### config.mk
export PLATFORM = sky130hd
export DESIGN_NAME = recur_iir
export DESIGN_NICKNAME = d
export VERILOG_FILES = /design/src/rtl/iir_pkg.sv /design/src/rtl/iir_cla_adder.sv /design/src/rtl/iir_mac.sv /design/src/rtl/iir_round_sat.sv /design/src/rtl/iir_coef_bank.sv /design/src/rtl/iir_history.sv /design/src/rtl/recur_iir.sv
export SDC_FILE = /design/constraint.sdc
export NUM_CORES = 1
export LEC_CHECK = 0
export BUFFER_PORTS_ARGS = -buffer_cell sky130_fd_sc_hd__buf_2
export CAP_MARGIN = 20
export CORE_MARGIN = 2
export CORE_UTILIZATION = 35
export CTS_CLUSTER_SIZE = 12
export DETAILED_ROUTE_END_ITERATION = 10
export PLACE_DENSITY_LB_ADDON = 0.3
export SLEW_MARGIN = 20
export SYNTH_ARGS = -nofsm -noshare
export SYNTH_HDL_FRONTEND = slang
export SYNTH_SLANG_ARGS = --single-unit
### constraint.sdc
create_clock -name clk -period 14.62 [get_ports clk]
set_clock_uncertainty 0.05 [all_clocks]
set_input_delay 2.924 -clock clk [delete_from_list [all_inputs] [get_ports clk]]
set_output_delay 2.924 -clock clk [all_outputs]
set_load 0.01 [all_outputs]
### src/rtl/iir_pkg.sv
package iir_pkg;
  typedef enum logic [0:0] {
    PREC_NARROW = 1'b0,
    PREC_WIDE   = 1'b1
  } prec_e;
endpackage

### src/rtl/iir_cla_adder.sv
// Two-level carry-lookahead adder: 4-bit lookahead groups with group
// generate/propagate feeding the inter-group carry.
module iir_cla_adder #(
  parameter int N = 36
) (
  input  logic [N-1:0] a,
  input  logic [N-1:0] b,
  output logic [N-1:0] sum
);
  localparam int NB = (N + 3) / 4;
  localparam int NP = NB * 4;

  logic [NP-1:0] ap, bp, g, p, cb, sfull;
  logic [NB-1:0] cgrp;

  assign ap = NP'(a);
  assign bp = NP'(b);
  assign g  = ap & bp;
  assign p  = ap ^ bp;
  assign cgrp[0] = 1'b0;

  for (genvar j = 0; j < NB; j++) begin : g_grp
    localparam int B = 4 * j;
    assign cb[B]   = cgrp[j];
    assign cb[B+1] = g[B] | (p[B] & cgrp[j]);
    assign cb[B+2] = g[B+1] | (p[B+1] & g[B]) | (p[B+1] & p[B] & cgrp[j]);
    assign cb[B+3] = g[B+2] | (p[B+2] & g[B+1]) | (p[B+2] & p[B+1] & g[B])
                   | (p[B+2] & p[B+1] & p[B] & cgrp[j]);
    if (j < NB - 1) begin : g_next
      logic grp_g, grp_p;
      assign grp_g = g[B+3] | (p[B+3] & g[B+2]) | (p[B+3] & p[B+2] & g[B+1])
                   | (p[B+3] & p[B+2] & p[B+1] & g[B]);
      assign grp_p = &p[B +: 4];
      assign cgrp[j+1] = grp_g | (grp_p & cgrp[j]);
    end
  end

  assign sfull = p ^ cb;
  assign sum   = sfull[N-1:0];
endmodule

### src/rtl/iir_mac.sv
// One multiply-accumulate step: acc_out = acc_in + coef * opnd.
module iir_mac #(
  parameter int DW   = 16,
  parameter int ACCW = 2 * DW + 4
) (
  input  logic signed [DW-1:0]   coef,
  input  logic signed [DW-1:0]   opnd,
  input  logic signed [ACCW-1:0] acc_in,
  output logic signed [ACCW-1:0] acc_out
);
  localparam int PW = 2 * DW;

  logic signed [PW-1:0]   prod;
  logic        [ACCW-1:0] prod_ext;
  logic        [ACCW-1:0] sum_u;

  assign prod     = coef * opnd;
  assign prod_ext = {{(ACCW-PW){prod[PW-1]}}, prod};

  iir_cla_adder #(.N(ACCW)) u_add (
    .a   (acc_in),
    .b   (prod_ext),
    .sum (sum_u)
  );

  assign acc_out = signed'(sum_u);
endmodule

### src/rtl/iir_round_sat.sv
// Scales the accumulator back by W-1 bits (round half up) and clamps to W bits.
module iir_round_sat #(
  parameter int DW   = 16,
  parameter int NW   = 8,
  parameter int ACCW = 2 * DW + 4
) (
  input  logic signed [ACCW-1:0] acc,
  input  logic                   wide,
  output logic        [DW-1:0]   y
);
  localparam logic signed [ACCW-1:0] ONE   = ACCW'(1);
  localparam logic signed [ACCW-1:0] MAX_W = (ONE <<< (DW-1)) - ONE;
  localparam logic signed [ACCW-1:0] MIN_W = ~MAX_W;
  localparam logic signed [ACCW-1:0] MAX_N = (ONE <<< (NW-1)) - ONE;
  localparam logic signed [ACCW-1:0] MIN_N = ~MAX_N;

  logic signed [ACCW-1:0] sum_w, sum_n, q_w, q_n, q, hi, lo, clamped;

  assign sum_w = acc + (ONE <<< (DW-2));
  assign sum_n = acc + (ONE <<< (NW-2));
  assign q_w   = sum_w >>> (DW-1);
  assign q_n   = sum_n >>> (NW-1);

  always_comb begin
    q  = wide ? q_w   : q_n;
    hi = wide ? MAX_W : MAX_N;
    lo = wide ? MIN_W : MIN_N;
    if (q > hi)      clamped = hi;
    else if (q < lo) clamped = lo;
    else             clamped = q;
  end

  assign y = clamped[DW-1:0];
endmodule

### src/rtl/iir_coef_bank.sv
// Small coefficient store; not reset so it keeps values across reset.
module iir_coef_bank #(
  parameter int DW    = 16,
  parameter int DEPTH = 5,
  parameter int AW    = $clog2(DEPTH)
) (
  input  logic          clk,
  input  logic          we,
  input  logic [AW-1:0] waddr,
  input  logic [DW-1:0] wdata,
  input  logic [AW-1:0] raddr,
  output logic [DW-1:0] rdata
);
  logic [DW-1:0] mem [DEPTH];

  always_ff @(posedge clk) begin
    if (we && (32'(waddr) < DEPTH)) mem[waddr] <= wdata;
  end

  assign rdata = (32'(raddr) < DEPTH) ? mem[raddr] : '0;
endmodule

### src/rtl/iir_history.sv
// Shift register of past outputs; stage 0 is y(n-1).
module iir_history #(
  parameter int DW   = 16,
  parameter int TAPS = 4
) (
  input  logic               clk,
  input  logic               rst,
  input  logic               clr,
  input  logic               push,
  input  logic [DW-1:0]      din,
  output logic [TAPS*DW-1:0] dout
);
  logic [DW-1:0] stage [TAPS];

  for (genvar k = 0; k < TAPS; k++) begin : g_stage
    always_ff @(posedge clk) begin
      if (rst || clr) begin
        stage[k] <= '0;
      end else if (push) begin
        if (k == 0) stage[k] <= din;
        else        stage[k] <= stage[(k > 0) ? k-1 : 0];
      end
    end
    assign dout[k*DW +: DW] = stage[k];
  end
endmodule

### src/rtl/recur_iir.sv
module recur_iir
  import iir_pkg::*;
#(
  parameter int DW   = 16,
  parameter int NW   = 8,
  parameter int TAPS = 4,
  parameter int CAW  = $clog2(TAPS + 1)
) (
  input  logic           clk,
  input  logic           rst,
  input  logic           wide_mode,
  input  logic           coef_we,
  input  logic [CAW-1:0] coef_addr,
  input  logic [DW-1:0]  coef_data,
  input  logic           in_valid,
  output logic           in_ready,
  input  logic [DW-1:0]  in_sample,
  output logic           out_valid,
  output logic [DW-1:0]  out_sample
);
  localparam int ACCW = 2 * DW + 4;
  localparam logic [CAW-1:0] LAST = CAW'(TAPS);

  prec_e                  mode_r;
  logic                   busy;
  logic [CAW-1:0]         step;
  logic [DW-1:0]          x_hold;
  logic signed [ACCW-1:0] acc, acc_next;
  logic [DW-1:0]          coef_rd, coef_op, opnd, y_sat;
  logic [TAPS*DW-1:0]     hist_flat;
  logic [DW-1:0]          opnd_tab [TAPS+1];
  logic                   wide_r, mode_chg, accept, last_step, push;

  function automatic logic [DW-1:0] fit(input logic [DW-1:0] v, input logic w);
    return w ? v : {{(DW-NW){v[NW-1]}}, v[NW-1:0]};
  endfunction

  assign wide_r    = (mode_r == PREC_WIDE);
  assign mode_chg  = (prec_e'(wide_mode) != mode_r);
  assign in_ready  = !busy;
  assign accept    = in_valid && !busy;
  assign last_step = (step == LAST);
  assign push      = busy && last_step && !mode_chg;

  iir_coef_bank #(.DW(DW), .DEPTH(TAPS+1), .AW(CAW)) u_coef (
    .clk   (clk),
    .we    (coef_we),
    .waddr (coef_addr),
    .wdata (coef_data),
    .raddr (step),
    .rdata (coef_rd)
  );

  iir_history #(.DW(DW), .TAPS(TAPS)) u_hist (
    .clk  (clk),
    .rst  (rst),
    .clr  (mode_chg),
    .push (push),
    .din  (y_sat),
    .dout (hist_flat)
  );

  assign opnd_tab[0] = x_hold;
  for (genvar k = 1; k <= TAPS; k++) begin : g_opnd
    assign opnd_tab[k] = hist_flat[(k-1)*DW +: DW];
  end

  assign coef_op = fit(coef_rd, wide_r);
  assign opnd    = opnd_tab[step];

  iir_mac #(.DW(DW), .ACCW(ACCW)) u_mac (
    .coef    (signed'(coef_op)),
    .opnd    (signed'(opnd)),
    .acc_in  (acc),
    .acc_out (acc_next)
  );

  iir_round_sat #(.DW(DW), .NW(NW), .ACCW(ACCW)) u_rs (
    .acc  (acc_next),
    .wide (wide_r),
    .y    (y_sat)
  );

  always_ff @(posedge clk) begin
    if (rst) begin
      mode_r     <= prec_e'(wide_mode);
      busy       <= 1'b0;
      step       <= '0;
      acc        <= '0;
      x_hold     <= '0;
      out_valid  <= 1'b0;
      out_sample <= '0;
    end else begin
      out_valid <= 1'b0;
      mode_r    <= prec_e'(wide_mode);
      if (busy && mode_chg) begin
        busy <= 1'b0;
      end else if (busy) begin
        if (last_step) begin
          busy       <= 1'b0;
          out_valid  <= 1'b1;
          out_sample <= y_sat;
        end else begin
          acc  <= acc_next;
          step <= step + 1'b1;
        end
      end
      if (accept) begin
        busy   <= 1'b1;
        step   <= '0;
        acc    <= '0;
        x_hold <= fit(in_sample, wide_mode);
      end
    end
  end
endmodule

Word level (Yosys, flattened, before mapping)

Memory sizes are Yosys's and may differ from the RTL's. A register that Yosys moved wholly into a read port is not among the register bits.
Cells that the tools add are included.

Bits in writable memories: 144
Output and inout bits: 18
Logic and storage cells: 284
Memories: 2
Input bits: 40
Register bits: 74

Memory list:

| name         | words | bits a word | rd ports | clocked after Yosys merged registers in | wr ports | RTL line            | RTL |
|---|---|---|---|---|---|---|---|
| u_coef.mem   | 5     | 16          | 1        | 1                                       | 1        | iir_coef_bank.sv:14 | `logic [DW-1:0] mem [DEPTH];` |
| u_hist.stage | 4     | 16          | 4        | 0                                       | 4        | iir_history.sv:13   | `logic [DW-1:0] stage [TAPS];` |

Mux-type cells: 29
Equality and inequality tests: 2
Reduce and logical (&&, ||, !) cells: 19
Bitwise gates (word level): 216
Order comparisons: 5
Multiply operators: 1
Add/sub/neg operators: 3

Operators by type and width:

| operator                 | count |
|---|---|
| $mux W16                 | 11 |
| $and A1 B1 Y1            | 123 |
| $or A1 B1 Y1             | 86 |
| $xor A36 B36 Y36         | 2 |
| $bmux W16 S3             | 1 |
| $add A36 B16 Y36 const B | 1 |
| $add A36 B8 Y36 const B  | 1 |
| $gt A36 B16 Y1           | 1 |
| $lt A36 B16 Y1           | 1 |
| $mux W36                 | 1 |
| $and A35 B35 Y35         | 1 |
| $mul A16 B16 Y32         | 1 |
| $mux W15                 | 2 |
| $reduce_and A4 Y1        | 7 |
| $mux W1                  | 12 |
| $lt A3 B3 Y1 const B     | 2 |
| $mux W3                  | 2 |
| $reduce_and A3 Y1        | 2 |
| $logic_and A1 B1 Y1      | 5 |
| $ge A4 B4 Y1 const B     | 1 |
| $not A3 Y4               | 1 |
| $add A3 B1 Y3 const B    | 1 |
| $eq A3 B3 Y1 const B     | 1 |
| $not A1 Y1               | 3 |
| 5 further kinds          | 6 |

Longest topological paths before layout

Gate-level depths: netlist of run 1.

Word-level depth: 33
Gate-level depth with buffers: 55
Depth with buffers taken out: 51

Hierarchy

A second synthesis of run 1 with hierarchy kept.

Cell total of the unflattened synthesis: 2384
Area total of the unflattened synthesis: 23412.5 µm²

By module, submodules not included:

| module        | seq. area each (µm²) | area an instance (µm²) | cells an instance | instances |
|---|---|---|---|---|
| iir_mac       | 0.0                  | 9954.5                 | 1115              | 1 |
| recur_iir     | 1481.4               | 3883.7                 | 453               | 1 |
| iir_coef_bank | 2402.3               | 3110.5                 | 164               | 1 |
| iir_history   | 1921.8               | 2822.7                 | 150               | 1 |
| iir_round_sat | 0.0                  | 2053.2                 | 310               | 1 |
| iir_cla_adder | 0.0                  | 1587.8                 | 192               | 1 |

Worst setup path after synthesis of run 1

OpenSTA, ideal clock, no wires.

Path type: register to register
From: register mode_r
To: memory u_hist.stage[0][13] (data pin)
Buffers on the path: 8
Stages on the path, launching flop included: 55
Arrival: 13.030 ns
Required time: 14.305 ns
Period minus slack after synthesis: 13.344 ns
Slack: 1.276 ns
Library setup time: 0.265 ns
Cells stage by stage: dfxtp_1 -> clkbuf_1 -> buf_1 -> buf_1 -> clkbuf_1 -> nand2_1 -> clkbuf_1 -> o21ai_1 -> and2_1 -> fa_1 -> inv_1 -> fa_1 -> fa_1 -> fa_1 -> inv_1 -> fa_1 -> inv_1 -> fa_1 -> (+19 left out) -> xnor2_1 -> nor2_1 -> and3_1 -> buf_2 -> xor2_1 -> a21o_1 -> ha_1 -> or4_1 -> nor2_1 -> o21a_1 -> o31ai_1 -> a41oi_1 -> a211oi_1 -> o2111ai_1 -> nor3_2 -> o311ai_4 -> buf_2 -> o21ai_0

RTL lines:

| what                   | RTL line          | RTL |
|---|---|---|
| start, declared        | recur_iir.sv:24   | `prec_e mode_r;` |
| start signal, assigned | recur_iir.sv:86   | `mode_r <= prec_e'(wide_mode);` |
| start signal, assigned | recur_iir.sv:95   | `mode_r <= prec_e'(wide_mode);` |
| end, declared          | iir_history.sv:13 |  |

==> impl_metrics.json, run 1 <==
{
  "regToRegSetupSlack_ns": 0.89,
  "fp.dieW_um": 256,
  "drc": 0,
  "nets": 2791,
  "num_rows": 92,
  "h-tree-depth": 1,
  "antenna_found_initial": 1,
  "fin_tns_setup_ns": 0,
  "yosys_most_used_dff": "edfxtp_1",
  "worstPathArrival_ns": 14.11,
  "insertedDiodeCount": 0,
  "holdPathEnd": "out_sample[4]",
  "critPathSlowestCell": "fa_1",
  "relSlewSlack_pct": 25.8,
  "synth_top_area_share_pct": 24.5,
  "r2r-end": "u_hist.stage[0][14]",
  "route.antenna.remaining_nets": 0,
  "root_buffer": "clkbuf_16",
  "min_from": "out_sample[4]",
  "tritoncts": "done",
  "io_pins": 58,
  "cpLargestDelayFamily": "adder cells",
  "hold_depth": 1,
  "synth_largest_area_cell": "fa_1",
  "start_util_pct": 35.2,
  "fmax_mhz": 72.8,
  "dpl.hpwl_um": 47700,
  "vias": 16400,
  "syn2layout_area_growth_pct": 10.9,
  "dp.cells": 3166,
  "gp_congestion": 0.895,
  "finalHoldViolations": 0,
  "critical_path_class": "reg -> reg",
  "clock_latency_ns": 0.59,
  "cp_slowest_stage_delay_ns": 0.59,
  "rsz0062_at_grt": "false",
  "crit_path_start_kind": "flip-flop",
  "die_area_sq_um": 65300,
  "drt_iter0_drc": 989,
  "ys_types": 87,
  "path_common_cell": "fa_1",
  "finalCriticalPeriod_ns": 13.73,
  "pre_cts_ws_ns": 0.607,
  "ys_ff_latch": 221,
  "avgSynthCellArea_sq_um": 9.66,
  "netlist_top_cells_count": "inv_1 (350), fa_1 (271), nand2_1 (248), nor2_1 (220), edfxtp_1 (144)",
  "final-instance-count-excl-fill": 3215,
  "synth_edf_count": 144,
  "ys_seq_area_share_pct": 26.5,
  "clkTransAtPathRegs_ns": 0.06,
  "timing.final.max_slew_violations": 0,
  "layout_setup_ws_ns": 0.885,
  "wl_per_cell_um": 18.5,
  "crit_fanout": 13,
  "clock_path_buffers": 3,
  "grt_max_degree": 54,
  "min_period_over_period_pct": 93.9,
  "r2r_cells": 50,
  "core_sq_um": 62900,
  "drive_above_1_share_pct": 10.4,
  "maxCapViolations": 0,
  "io_buffers": 57,
  "synth_nets": 2733,
  "cp.buffers_inverters": 8,
  "worst_pin_slew_ns": 1.11,
  "grtUsageTotal_pct": 18.6,
  "netlist_instances": 2293,
  "cp.required_ns": 14.99,
  "overflow": 0,
  "outcome": "finished, final reports clean",
  "grt_first_pass_wirelength_um": 96500,
  "hold_class": "reg -> reg",
  "synthesis.area_sq_um": 22100,
  "synth_most_common_cell": "inv_1",
  "drt_wl_total_um": 59600,
  "cts.sinks": 221,
  "synthArstFlopShare_pct": 0,
  "synth_area_leaders": "fa_1 (24%), edfxtp_1 (20%), ha_1 (7.3%)",
  "setup_violations": 0,
  "grt_pass1_vias": 17200,
  "cp.depth": 50,
  "regToRegStartpoint": "step[0]",
  "chipHeight_um": 256,
  "yosysWarnings": 0,
  "cts_buffers": 27,
  "dr.pass1.iters": 5,
  "cts_hold_buf": 0,
  "endpoint_kind": "flip-flop",
  "viasPerCell": 5.11
}
## cell usage in the layout, fill, tap and decap left out, drive strengths merged, types with 51 or more instances in the layout
master,count
nor3,51
buf,119
dfxtp,77
inv,354
xnor2,65
nand2,248
ha,129
and2,88
a21oi,98
edfxtp,144
o21ai,53
fa,271
nor2,221
## timing repair
action / 4_1_cts / 5_1_grt
hold endpoints to repair: 0 / 0
setup endpoints to repair: 0 / 32
gates resized for setup: 0 / 4
buffers inserted: 0 / 2
## sequential cells by signal, indices dropped and copies added, names as in the netlist, named ones only
register / count
x_hold: 16
out_valid: 1
u_hist.stage: 64
busy: 1
u_coef.mem: 80
mode_r: 1
acc: 36
step: 3
out_sample: 16
## worst max path at each step
stage | startpoint | end
2_1_floorplan | mode_r | u_hist.stage[0][13]
3_3_place_gp | flip-flop | u_hist.stage[0][14]
3_5_place_dp | u_coef.mem[3][7] | u_hist.stage[0][14]
4_1_cts | flip-flop | u_hist.stage[0][14]
5_1_grt | step[2] | u_hist.stage[0][0]
6_report | step[0] | u_hist.stage[0][14]
## area by class of cell
class	instances	area, sq um
Clock buffer	34	712
Clock inverter	13	154
Fill cell	6265	38300
Inverter	352	1320
Multi-Input combinational cell	1630	14700
Sequential cell	221	5870
Tap cell	846	1060
Timing Repair Buffer	119	771
## logic make-up after synthesis
logic type	count (synthesis)	synth area share, %
compound gates	321	9.96
xor+xnor	91	3.60
fa+ha+maj	400	31.8
buf+inv	442	7.58
flops	221	26.5
mux	57	4.33
simple gates	761	16.3
## per-layer routing
layer	wire (um)	part of all wire (%)	global-route usage (%)
met5	13	0.022	0
met4	1630	2.7	5.30
met3	3090	5.2	2.35
met2	28000	47	30.1
met1	26900	45	26.2
## metrics by stage
stage                     cell area (sq um)  hold slack (ns)  util [%]
after floorplan                       22100            0.383         -
after global placement                23600            0.384      37.6
after detailed placement              23600            0.390      37.6
after CTS                             24500            0.404      39.0
after global routing                  24600            0.417      39.1
final                                 24600            0.401      39.1
Power of run 1 is not shown: default switching activity piles up to over one toggle a cycle in this logic, so the estimate is an artifact.
==> inputs of run 2 (changes only) <==
--- a/config.mk
+++ b/config.mk
@@ -5,6 +5,7 @@
 export SDC_FILE = /design/constraint.sdc
 export NUM_CORES = 1
 export LEC_CHECK = 0
+export ABC_AREA = 1
 export BUFFER_PORTS_ARGS = -buffer_cell sky130_fd_sc_hd__buf_2
 export CAP_MARGIN = 20
 export CORE_MARGIN = 2
@@ -12,6 +13,7 @@
 export CTS_CLUSTER_SIZE = 12
 export DETAILED_ROUTE_END_ITERATION = 10
 export PLACE_DENSITY_LB_ADDON = 0.3
+export RECOVER_POWER = 100
 export SLEW_MARGIN = 20
 export SYNTH_ARGS = -nofsm -noshare
 export SYNTH_HDL_FRONTEND = slang
==> impl_metrics.json, run 2 <==
{
  "synth_top_area_share_pct": 24.4,
  "yosysWarnings": 0,
  "path_common_cell": "nand2_1",
  "regMostFlops": "u_coef.mem",
  "drc": 0,
  "overflow": 0,
  "drive_above_1_share_pct": 5.12,
  "finalCriticalPeriod_ns": 13.53,
  "netlist_top_cells_count": "inv_1 (543), nand2_1 (493), nor2_1 (348), fa_1 (271), edfxtp_1 (144)",
  "chipHeight_um": 256,
  "cts.sinks": 221,
  "clock_path_buffers": 3,
  "ys_ff_latch": 221,
  "layout_commonest_cell": "inv_1",
  "cp.required_ns": 14.82,
  "grt_max_degree": 72,
  "synthArstFlopShare_pct": 0,
  "rsz0062_at_grt": "false",
  "finalHoldViolations": 0,
  "grt_first_pass_wirelength_um": 97300,
  "synthesis.area_sq_um": 22200,
  "critPathSlowestCell": "fa_1",
  "largest_reg_flops": 80,
  "hold_class": "reg -> reg",
  "h-tree-depth": 1,
  "nets": 3180,
  "root_buffer": "clkbuf_16",
  "timing.final.max_slew_violations": 217,
  "clkTransAtPathRegs_ns": 0.06,
  "drt_wl_total_um": 59600,
  "wl_per_cell_um": 16.5,
  "final_cell_mix": "inv_1 (543), nand2_1 (500), nor2_1 (348)",
  "io_pins": 58,
  "relSlewSlack_pct": -108,
  "critical_path_class": "reg -> reg",
  "core_sq_um": 62900,
  "ys_types": 54,
  "min_period_over_period_pct": 92.6,
  "fp.dieW_um": 256,
  "grt_pass1_vias": 17400,
  "start_util_pct": 35.3,
  "fmax_mhz": 73.9,
  "grtUsageTotal_pct": 18.6,
  "die_area_sq_um": 65500,
  "drt_iter0_drc": 1426,
  "synth_edf_count": 144,
  "synth_largest_area_cell": "fa_1",
  "maxCapViolations": 6,
  "reg_top3": "u_coef.mem (80), u_hist.stage (64), acc (36)",
  "route.antenna.remaining_nets": 0,
  "min_from": "out_sample[3]",
  "synth_most_common_cell": "inv_1",
  "crit_path_start_kind": "flip-flop",
  "outcome": "finished, violations left",
  "num_rows": 92,
  "synth_nets": 3142,
  "insertedDiodeCount": 0,
  "worst_pin_slew_ns": 3.12,
  "synth_area_leaders": "fa_1 (24%), edfxtp_1 (19%), inv_1 (9.2%)",
  "setup_violations": 0,
  "worstPathArrival_ns": 13.73,
  "dr.pass1.iters": 6,
  "syn2layout_area_growth_pct": 8.69,
  "clock_latency_ns": 0.57,
  "tritoncts": "done",
  "io_buffers": 57,
  "violations": "max-capacitance violations, max-slew violations",
  "crit_fanout": 32,
  "viasPerCell": 4.81,
  "cts_buffers": 25,
  "cp_slowest_stage_delay_ns": 0.54,
  "avgSynthCellArea_sq_um": 8.22,
  "netlist_instances": 2702,
  "antenna_found_initial": 0,
  "cts_hold_buf": 0,
  "gp_congestion": 0.925,
  "vias": 17300,
  "endpoint_kind": "flip-flop",
  "dpl.hpwl_um": 47200,
  "ys_seq_area_share_pct": 26.4,
  "fin_tns_setup_ns": 0,
  "yosys_most_used_dff": "edfxtp_1"
}
run 2: cell count changes in the layout (fill, tap and decap cells not counted), sizes merged, moves of 42 or more:
cell,change
nand2,+271
inv,+203
nor2,+147
o21ai,+93
and2,-88
buf,-79
nand3,+53
clkbuf,+44
xnor2,-42
run 2: final timing paths:
kind              depth (start not counted)                 end  slack (ns)
hold / removal                            2       out_sample[3]        0.41
setup reg to reg                         63  u_hist.stage[0][0]        1.09
hold reg to reg                           2       out_sample[3]        0.41
setup / recovery                         63  u_hist.stage[0][0]        1.09
run 2: cell families (layout without fill, tap and decap cells):
group / after synthesis / in the layout / share of synthesized area (%)
AOI/OAI and AO/OA: 357 / 357 / 9.02
xor gates and xnor gates: 51 / 51 / 2.01
adders and majority gates: 400 / 400 / 31.7
buffers and inverters: 639 / 693 / 10.8
DFF: 221 / 221 / 26.4
muxes: 8 / 8 / 0.361
and+or+nand+nor: 1026 / 1026 / 19.6
run 2: critical path: cells and delay by family, from the launching register on:
kind,cells,cell delay [ns]
and+or+nand+nor,33,4.60
adders and majority gates,10,4.30
AOI/OAI and AO/OA,9,2.02
buffers and inverters,9,1.33
DFF,1,0.47
muxes,1,0.25
xor gates and xnor gates,1,0.17
run 2: repair_timing:
action | in CTS | in global routing
resized for setup | 0 | 5
setup buffers | 0 | 3
setup endpoints to repair | 0 | 30
run 2: layout make-up:
| type | instances | area (sq um) |
|---|---|---|
| clock inverter | 7 | 88.8 |
| timing repair inverter | 1 | 5.00 |
| sequential | 221 | 5870 |
| multi-input combinational | 1842 | 13900 |
| timing repair buffer | 82 | 405 |
| inverter | 567 | 2130 |
| tap | 846 | 1060 |
| clock buffer | 36 | 667 |
| fill | 6556 | 38700 |
run 2: per-layer routing:
metal	vias to the layer above	global-route usage, %	wire [um]
met5	-	0	0
met1	8357	26.4	27500
met3	58	2.16	3110
li1	8493	-	-
met4	0	4.40	1370
met2	410	30.5	27600
run 2: metrics by stage:
stage | instances | area, sq um | utilization [%] | hold WS (ns) | worst slack, ns
floorplan | 2702 | 22200 | - | 0.397 | 3.19
global placement | 3555 | 23500 | 37.4 | 0.398 | 1.13
detailed placement | 3555 | 23500 | 37.4 | 0.390 | 0.781
CTS | 3598 | 24200 | 38.6 | 0.407 | 0.735
global route | 3602 | 24100 | 38.4 | 0.428 | 0.0346
finish | 3602 | 24100 | 38.4 | 0.408 | 1.09
Power of run 2 is left out for the same reason.
